## src/rtl/stag_pkg.sv

```systemverilog
// Shared definitions for the staggered half-slice adder.
// Assumes nothing beyond a two-slice datapath.
package stag_pkg;
    // Operation kind decoded from the issue inputs
    typedef enum logic {
        OP_ADD = 1'b0,
        OP_SUB = 1'b1
    } op_kind_t;

    // Default slice width
    localparam int SLICE_W_DEF = 16;
endpackage

```

## src/rtl/slice_add.sv

```systemverilog
// Combinational slice adder: sum = a + b + cin, with carry out.
// Assumes that any operand conditioning (inversion) is done upstream.
module slice_add #(
    parameter int W = 16
) (
    input  logic [W-1:0] a,
    input  logic [W-1:0] b,
    input  logic         cin,
    output logic [W-1:0] sum,
    output logic         cout
);
    localparam int WX = W + 1;

    logic [WX-1:0] wide;

    // Add with carry-in at one extra bit of width
    always_comb begin
        wide = {1'b0, a} + {1'b0, b} + {{(WX-1){1'b0}}, cin};
        sum  = wide[W-1:0];
        cout = wide[W];
    end
endmodule

```

## src/rtl/opnd_cond.sv

```systemverilog
// Conditional bitwise inversion of an operand, used for subtraction.
// Assumes inv is constant for the whole word.
module opnd_cond #(
    parameter int W = 16
) (
    input  logic [W-1:0] din,
    input  logic         inv,
    output logic [W-1:0] dout
);
    genvar i;
    generate
        for (i = 0; i < W; i++) begin : g_bit
            // One XOR per bit
            assign dout[i] = din[i] ^ inv;
        end
    endgenerate
endmodule

```

## src/rtl/lo_stage.sv

```systemverilog
// Low-slice stage: adds the low operand halves in the issue cycle and
// registers the sum, the carry and the high operand halves for the next stage.
// Assumes chain selects its own last registered low sum as operand A.
module lo_stage
    import stag_pkg::*;
#(
    parameter int W = 16
) (
    input  logic         clk,
    input  logic         rst_n,
    input  logic         issue_valid,
    input  logic         issue_sub,
    input  logic         issue_chain,
    input  logic [W-1:0] a_lo,
    input  logic [W-1:0] a_hi,
    input  logic [W-1:0] b_lo,
    input  logic [W-1:0] b_hi,
    output logic         lo_valid_q,
    output logic [W-1:0] lo_sum_q,
    output logic         lo_carry_q,
    output logic [W-1:0] a_hi_q,
    output logic [W-1:0] b_hi_q,
    output logic         chain_q
);
    op_kind_t     kind;
    logic [W-1:0] b_lo_c;
    logic [W-1:0] b_hi_c;
    logic [W-1:0] a_lo_eff;
    logic [W-1:0] sum_c;
    logic         cout_c;

    // Decode the operation kind
    always_comb kind = issue_sub ? OP_SUB : OP_ADD;

    // Pick operand A low half: own bypass when chained
    always_comb a_lo_eff = issue_chain ? lo_sum_q : a_lo;

    opnd_cond #(.W(W)) u_inv_lo (
        .din (b_lo),
        .inv (kind == OP_SUB),
        .dout(b_lo_c)
    );

    opnd_cond #(.W(W)) u_inv_hi (
        .din (b_hi),
        .inv (kind == OP_SUB),
        .dout(b_hi_c)
    );

    slice_add #(.W(W)) u_add (
        .a   (a_lo_eff),
        .b   (b_lo_c),
        .cin (kind == OP_SUB),
        .sum (sum_c),
        .cout(cout_c)
    );

    // Valid pulse for the low half
    always_ff @(posedge clk) begin
        if (!rst_n) lo_valid_q <= 1'b0;
        else        lo_valid_q <= issue_valid;
    end

    // Capture low result and stage high operands on issue
    always_ff @(posedge clk) begin
        if (!rst_n) begin
            lo_sum_q   <= '0;
            lo_carry_q <= 1'b0;
            a_hi_q     <= '0;
            b_hi_q     <= '0;
            chain_q    <= 1'b0;
        end else if (issue_valid) begin
            lo_sum_q   <= sum_c;
            lo_carry_q <= cout_c;
            a_hi_q     <= a_hi;
            b_hi_q     <= b_hi_c;
            chain_q    <= issue_chain;
        end
    end
endmodule

```

## src/rtl/hi_stage.sv

```systemverilog
// High-slice stage: adds the staged high operand halves plus the registered
// low-slice carry one fast cycle after the low slice, and assembles the result.
// Assumes chain selects its own last registered high sum as operand A.
module hi_stage #(
    parameter int W = 16
) (
    input  logic           clk,
    input  logic           rst_n,
    input  logic           lo_valid_q,
    input  logic [W-1:0]   lo_sum_q,
    input  logic           lo_carry_q,
    input  logic [W-1:0]   a_hi_q,
    input  logic [W-1:0]   b_hi_q,
    input  logic           chain_q,
    output logic           hi_valid_q,
    output logic [2*W-1:0] res_q,
    output logic           cout_q
);
    localparam int W2 = 2 * W;

    logic [W-1:0] a_hi_eff;
    logic [W-1:0] sum_c;
    logic         cout_c;

    // Pick operand A high half: high bypass when chained
    always_comb a_hi_eff = chain_q ? res_q[W2-1:W] : a_hi_q;

    slice_add #(.W(W)) u_add (
        .a   (a_hi_eff),
        .b   (b_hi_q),
        .cin (lo_carry_q),
        .sum (sum_c),
        .cout(cout_c)
    );

    // Valid pulse for the high half
    always_ff @(posedge clk) begin
        if (!rst_n) hi_valid_q <= 1'b0;
        else        hi_valid_q <= lo_valid_q;
    end

    // Assemble full result and carry when the low half is ready
    always_ff @(posedge clk) begin
        if (!rst_n) begin
            res_q  <= '0;
            cout_q <= 1'b0;
        end else if (lo_valid_q) begin
            res_q  <= {sum_c, lo_sum_q};
            cout_q <= cout_c;
        end
    end
endmodule

```

## src/rtl/stag_adder.sv

```systemverilog
// Top: staggered two-slice add/subtract on a double-rate clock.
// Assumes clk is the fast clock; one issue may be accepted every cycle.
module stag_adder
    import stag_pkg::*;
#(
    parameter int SLICE_W = SLICE_W_DEF
) (
    input  logic                   clk,
    input  logic                   rst_n,
    input  logic                   issue_valid,
    input  logic                   issue_sub,
    input  logic                   issue_chain,
    input  logic [2*SLICE_W-1:0]   opnd_a,
    input  logic [2*SLICE_W-1:0]   opnd_b,
    output logic                   lo_valid,
    output logic [SLICE_W-1:0]     lo_bypass,
    output logic                   hi_valid,
    output logic [2*SLICE_W-1:0]   result,
    output logic                   carry_out
);
    localparam int W2 = 2 * SLICE_W;

    logic               lo_carry_q;
    logic [SLICE_W-1:0] a_hi_q;
    logic [SLICE_W-1:0] b_hi_q;
    logic               chain_q;

    lo_stage #(.W(SLICE_W)) u_lo (
        .clk        (clk),
        .rst_n      (rst_n),
        .issue_valid(issue_valid),
        .issue_sub  (issue_sub),
        .issue_chain(issue_chain),
        .a_lo       (opnd_a[SLICE_W-1:0]),
        .a_hi       (opnd_a[W2-1:SLICE_W]),
        .b_lo       (opnd_b[SLICE_W-1:0]),
        .b_hi       (opnd_b[W2-1:SLICE_W]),
        .lo_valid_q (lo_valid),
        .lo_sum_q   (lo_bypass),
        .lo_carry_q (lo_carry_q),
        .a_hi_q     (a_hi_q),
        .b_hi_q     (b_hi_q),
        .chain_q    (chain_q)
    );

    hi_stage #(.W(SLICE_W)) u_hi (
        .clk       (clk),
        .rst_n     (rst_n),
        .lo_valid_q(lo_valid),
        .lo_sum_q  (lo_bypass),
        .lo_carry_q(lo_carry_q),
        .a_hi_q    (a_hi_q),
        .b_hi_q    (b_hi_q),
        .chain_q   (chain_q),
        .hi_valid_q(hi_valid),
        .res_q     (result),
        .cout_q    (carry_out)
    );
endmodule

```

## config.mk

```make
export PLATFORM = sky130hd
export DESIGN_NAME = stag_adder
export DESIGN_NICKNAME = d
export VERILOG_FILES = /design/src/rtl/stag_pkg.sv /design/src/rtl/slice_add.sv /design/src/rtl/opnd_cond.sv /design/src/rtl/lo_stage.sv /design/src/rtl/hi_stage.sv /design/src/rtl/stag_adder.sv
export SDC_FILE = /design/constraint.sdc
export NUM_CORES = 1
export LEC_CHECK = 0
export ABC_AREA = 0
export CAP_MARGIN = 0
export CORE_AREA = 2 2 148 150
export CTS_CLUSTER_SIZE = 16
export DETAILED_ROUTE_END_ITERATION = 6
export DIE_AREA = 0 0 150 152
export PLACE_DENSITY = 0.42
export REMOVE_ABC_BUFFERS = 1
export SLEW_MARGIN = 20
export SYNTH_ARGS = -nofsm -noshare
export SYNTH_HDL_FRONTEND = slang
export SYNTH_SLANG_ARGS = --single-unit
```

## constraint.sdc

```tcl
create_clock -name clk -period 4.74 [get_ports clk]
set_input_delay 1.422 -clock clk [delete_from_list [all_inputs] [get_ports clk]]
set_output_delay 1.422 -clock clk [all_outputs]
set_load 0.02 [all_outputs]
```

==> results.txt <==
* Sum Neg Setup Slack: 0 ns
* Basic-gate share of the synthesized area counting and, or, nand and nor cells: 13.63%
- Path category of the worst min-delay check: reg2reg
- OpenSTA, run right after detailed placement, puts the worst setup slack at 0.08766 ns.
* Switching power summed over all nets: 0.0007475 W
* ANT cells: 0
* Number of buffers inserted to repair setup after CTS: 0
* Number of enable-type register cells in the synthesized netlist: 0
* Area inside the core boundary: 21,350 µm²
- Synthesized-area fraction occupied by adder cells: 8.367%
- Largest fanout of any net on the critical path: 3
* Capture point of the critical path: u_lo.lo_sum_q[14]
* CP Cell Sequence: clkdlybuf4s50_1 > mux2_1 > mux2_2 > fa_1 > a211oi_2 > o21bai_1 > a21o_1 > a311oi_2 > nor4_1 > a311o_1
* Fraction of power consumed by combinational cells: 31.0%
- Number of buffer cells added on primary ports: 119
* Multiplexer fraction of the synthesized cell area: 15.80%
* Source of the worst register-to-register timing path: u_lo.chain_q
- The clock reaches the later pin of the worst-skew pair after 0.35 ns.
* Gate count of the mapped netlist: 561
- Net switching is 31.77% of the power.
* Top post-synthesis cells by area: sky130_fd_sc_hd__dfxtp_1 (33%), sky130_fd_sc_hd__mux2i_1 (8.7%), sky130_fd_sc_hd__ha_1 (7.2%)
- CTS sink cnt: 85
- CTS H-tree lvls: 3
* Number of slew-limit violations in the final report: 0
- Critical path arrival: 4.52 ns
* Mapped cell area: 5204 µm²
- Clock period minus worst slack: 4.286 ns
- The die is 150 µm wide.
- By startpoint and endpoint, the worst setup path is classified as in2reg.
* Area of the die: 22,800 µm²
* Remaining design rule violation count: 0
- The number of hold buffers added after CTS was 0.
- The worst setup path is captured at a flop.
- Synthesis-stage register bit count: 85
* Post-synthesis cell type with the largest combined area: sky130_fd_sc_hd__dfxtp_1
* Utilization after layout: 32.84%
- For this run, the leading register cell type out of synthesis is sky130_fd_sc_hd__dfxtp_1.
- Final cell count without fillers: 952
- Counting tap cells, the placed design contains a total of 936 instances.
* Synth unique cells: 65
- The worst setup path is launched from an input pin.
- Status: completed
- Max-cap violation count: 0
- Sequential cell area fraction in the yosys report: 32.70%
- The share of synthesized area in the top cell type comes to 32.70%.
- The detailed router used layers up to and including met4.
- Worst setup path startpoint: issue_chain
- Final routed wire length divided by cell count: 16.76 µm
- Setup repair after global routing left no endpoint under its margin.
- The number of failing hold endpoints at the final stage was 0.
- Routed met3 length: 710 µm
* Synth Area per Inst: 9.276 µm²
- For this run, the detailed router's first-pass iteration total came to 4.
- After the last flow step, the layout net total stands at 769.
- Yosys printed 0 warnings.
* Most used cells in the layout excluding fill and tap cells: sky130_fd_sc_hd__clkdlybuf4s50_1 (117), sky130_fd_sc_hd__dfxtp_1 (84), sky130_fd_sc_hd__nor2_1 (78)
* Maximum cell stage delay along the critical path: 0.62 ns
* Global placement routability congestion: 0.8927
- During I/O placement, the number of pins put on the boundary was 120.
- Fraction of registers with async set/reset: 0%
- Compared with the post-synthesis result, the final layout area differs by 34.74%.
- For the worst setup path, the data required time is 4.97 ns.
- Entering global routing, the biggest net connects 42 pins.
* # resized after CTS: 0
- Antenna violations before repair: 0
- After routing the design area is 7012 µm².
- Clock tree synthesis inserted a total of 9 buffers.
* Vias in the first global route: 4,517
- Overall routed net length: 15.95 mm
* Buffer levels on the longest clock path: 2
- Worst slew margin relative to its limit: 44.47%
* Clock input transition at the sequential cells of the worst setup and hold paths: 0.07 ns
- Root Buffer Master: sky130_fd_sc_hd__clkbuf_16
- After synthesis, the largest family of logic cells by area is compound AO/OA/AOI/OAI gates.
- Global-route wire length before repair: 24.99 mm
* Post-DP Area: 6685 µm²
- Overall track demand over capacity in global routing: 14.08%
- Drt initial violations: 178
- In this run, flip-flops and latches consume 35.3% of the power.
- The clock network is responsible for 33.7% of the overall power.
- Once the floorplan was initialized, standard cells occupied 24.37% of the core.
- Post-detail-place hpwl: 11.45 mm
- Summing the areas of all compound-gate instances in the mapped netlist gives 18.01% of the synthesized area.
* Detail Route met2 WL: 7.654 mm
* Post-route met1 wirelength: 7.241 mm
* Power density of the placed cells: 335.6 nW/µm²
- Setup violations remaining at the end of the flow were counted as 0.
* Internal power: 0.001606 W
* Fraction of synthesized cell area in xor and xnor cells: 8.247%
* Endpoint of the worst register-to-register path: u_hi.res_q[28]
* Via count of the routed design: 4,454
- The detail route stage leaves a number of antenna-violating nets equal to 0.
- For this run, the top clock speed supported by timing is 233.3 MHz.
- TritonCTS built the clock tree.
- Std cell rows: 54
- Setup slack on the critical path of the routed design comes to 0.4542 ns.
- The worst-case IR drop observed on VDD is 0.1495 mV.
- Transition time at the pin with the least slew margin: 0.8317 ns
- Largest clock skew in the final design: 0.006501 ns
- Most common cell after layout, fill and taps aside: sky130_fd_sc_hd__clkdlybuf4s50_1
- The slowest stage of the critical path is the sky130_fd_sc_hd__clkdlybuf4s50_1 cell.
* Share of the clock period used by the worst path: 90.42%
- In this run the static leakage power is 2.810 nW.
* Share of final-layout standard cells stronger than drive strength 1: 10.86%
- Number of vias per cell: 4.679
- Global route total overflow: 0
* Count of cells along the worst register-to-register path: 9
- Minimum setup slack among reg-to-reg paths: 1.81 ns
- Vert. Die Dim: 152 µm
[logic make-up after synthesis]
kind of cell               Yosys count
AOI/OAI and AO/OA                  126
xor gates and xnor gates            49
adders and majority gates           33
buffers and inverters               43
DFF                                 85
muxes                               78
and+or+nand+nor                    147
[sequential cells by signal (all words and copies together) (netlist names)]
signal,cells
u_lo.b_hi_q,16
u_lo.lo_valid_q,1
u_hi.cout_q,1
u_lo.lo_carry_q,1
u_hi.hi_valid_q,1
u_lo.lo_sum_q,16
u_hi.res_q,32
u_lo.a_hi_q,16
u_lo.chain_q,1
[metal layers]
| metal | global-route usage (%) | vias up |
|---|---|---|
| met5 | 0 | - |
| met4 | 5.391 | 0 |
| met3 | 2.432 | 20 |
| met2 | 23.70 | 107 |
| met1 | 17.84 | 2071 |
| li1 | - | 2256 |
[cell type report]
class	count	area, µm²
Clock buffer	11	242.7
Timing Repair Buffer	128	1261
Multi-Input combinational cell	433	3333
Inverter	10	37.54
Tap cell	280	350.3
Sequential cell	85	1703
Clock inverter	5	83.83
Fill cell	2243	14340
[cells in the mapped netlist (3+ instances only)]
library cell	instances
sky130_fd_sc_hd__o21ai_0	19
sky130_fd_sc_hd__o211ai_1	9
sky130_fd_sc_hd__and2_1	5
sky130_fd_sc_hd__dfxtp_1	85
sky130_fd_sc_hd__a211oi_2	4
sky130_fd_sc_hd__a211oi_1	24
sky130_fd_sc_hd__a211o_1	5
sky130_fd_sc_hd__nand3b_1	7
sky130_fd_sc_hd__ha_1	30
sky130_fd_sc_hd__a21oi_1	20
sky130_fd_sc_hd__nand2_1	16
sky130_fd_sc_hd__buf_2	6
sky130_fd_sc_hd__o21a_1	4
sky130_fd_sc_hd__nand4_1	4
sky130_fd_sc_hd__a31oi_1	5
sky130_fd_sc_hd__xnor2_1	27
sky130_fd_sc_hd__or3_1	4
sky130_fd_sc_hd__mux2_2	32
sky130_fd_sc_hd__nor2_1	78
sky130_fd_sc_hd__clkbuf_1	18
sky130_fd_sc_hd__fa_1	3
sky130_fd_sc_hd__inv_1	9
sky130_fd_sc_hd__and4_1	3
sky130_fd_sc_hd__a21o_1	9
sky130_fd_sc_hd__nand3_1	9
sky130_fd_sc_hd__buf_1	9
sky130_fd_sc_hd__xor2_1	22
sky130_fd_sc_hd__nor2b_1	3
sky130_fd_sc_hd__mux2i_1	45
sky130_fd_sc_hd__and3_1	4
[power by group through the flow]
stage          clock (W)  sequential [W]  combinational [W]
2_1_floorplan          0        0.000889           0.000400
3_3_place_gp           0        0.000848           0.000723
3_5_place_dp           0        0.000849           0.000729
4_1_cts         0.000825        0.000833           0.000735
5_1_grt         0.000850        0.000842           0.000799
6_report        0.000793        0.000832           0.000729
[stage by stage]
| step | power [W] | hold WS [ns] |
|---|---|---|
| final | 0.002353 | 0.4908 |
| after global routing | 0.002490 | 0.5113 |
| after CTS | 0.002393 | 0.4930 |
| after detailed placement | 0.001579 | 0.4792 |
| after global placement | 0.001571 | 0.4772 |
| after floorplan | 0.001289 | 0.4561 |
[how the worst min path moves through the flow]
| stage | endpoint | depth (start not counted) | startpoint | slack (ns) |
|---|---|---|---|---|
| after global routing | u_lo.b_hi_q[12] | 2 | u_lo.b_hi_q[12] | 0.51 |
| after CTS | u_lo.b_hi_q[11] | 2 | u_lo.b_hi_q[11] | 0.49 |
| after floorplan | u_lo.a_hi_q[0] | 2 | u_lo.a_hi_q[0] | 0.46 |
| after detailed placement | u_hi.res_q[10] | 2 | u_hi.res_q[10] | 0.48 |
| after global placement | u_hi.res_q[1] | 2 | u_hi.res_q[1] | 0.48 |
| final | u_lo.b_hi_q[11] | 2 | u_lo.b_hi_q[11] | 0.49 |
[critical path: cells and delay by family]
| family | cells | cell delay [ns] |
|---|---|---|
| compound gates | 5 | 1.31 |
| fa+ha+maj | 1 | 0.43 |
| buf+inv | 1 | 0.62 |
| mux | 2 | 0.66 |
| simple gates | 1 | 0.08 |
(Power assumes the default switching activity.)
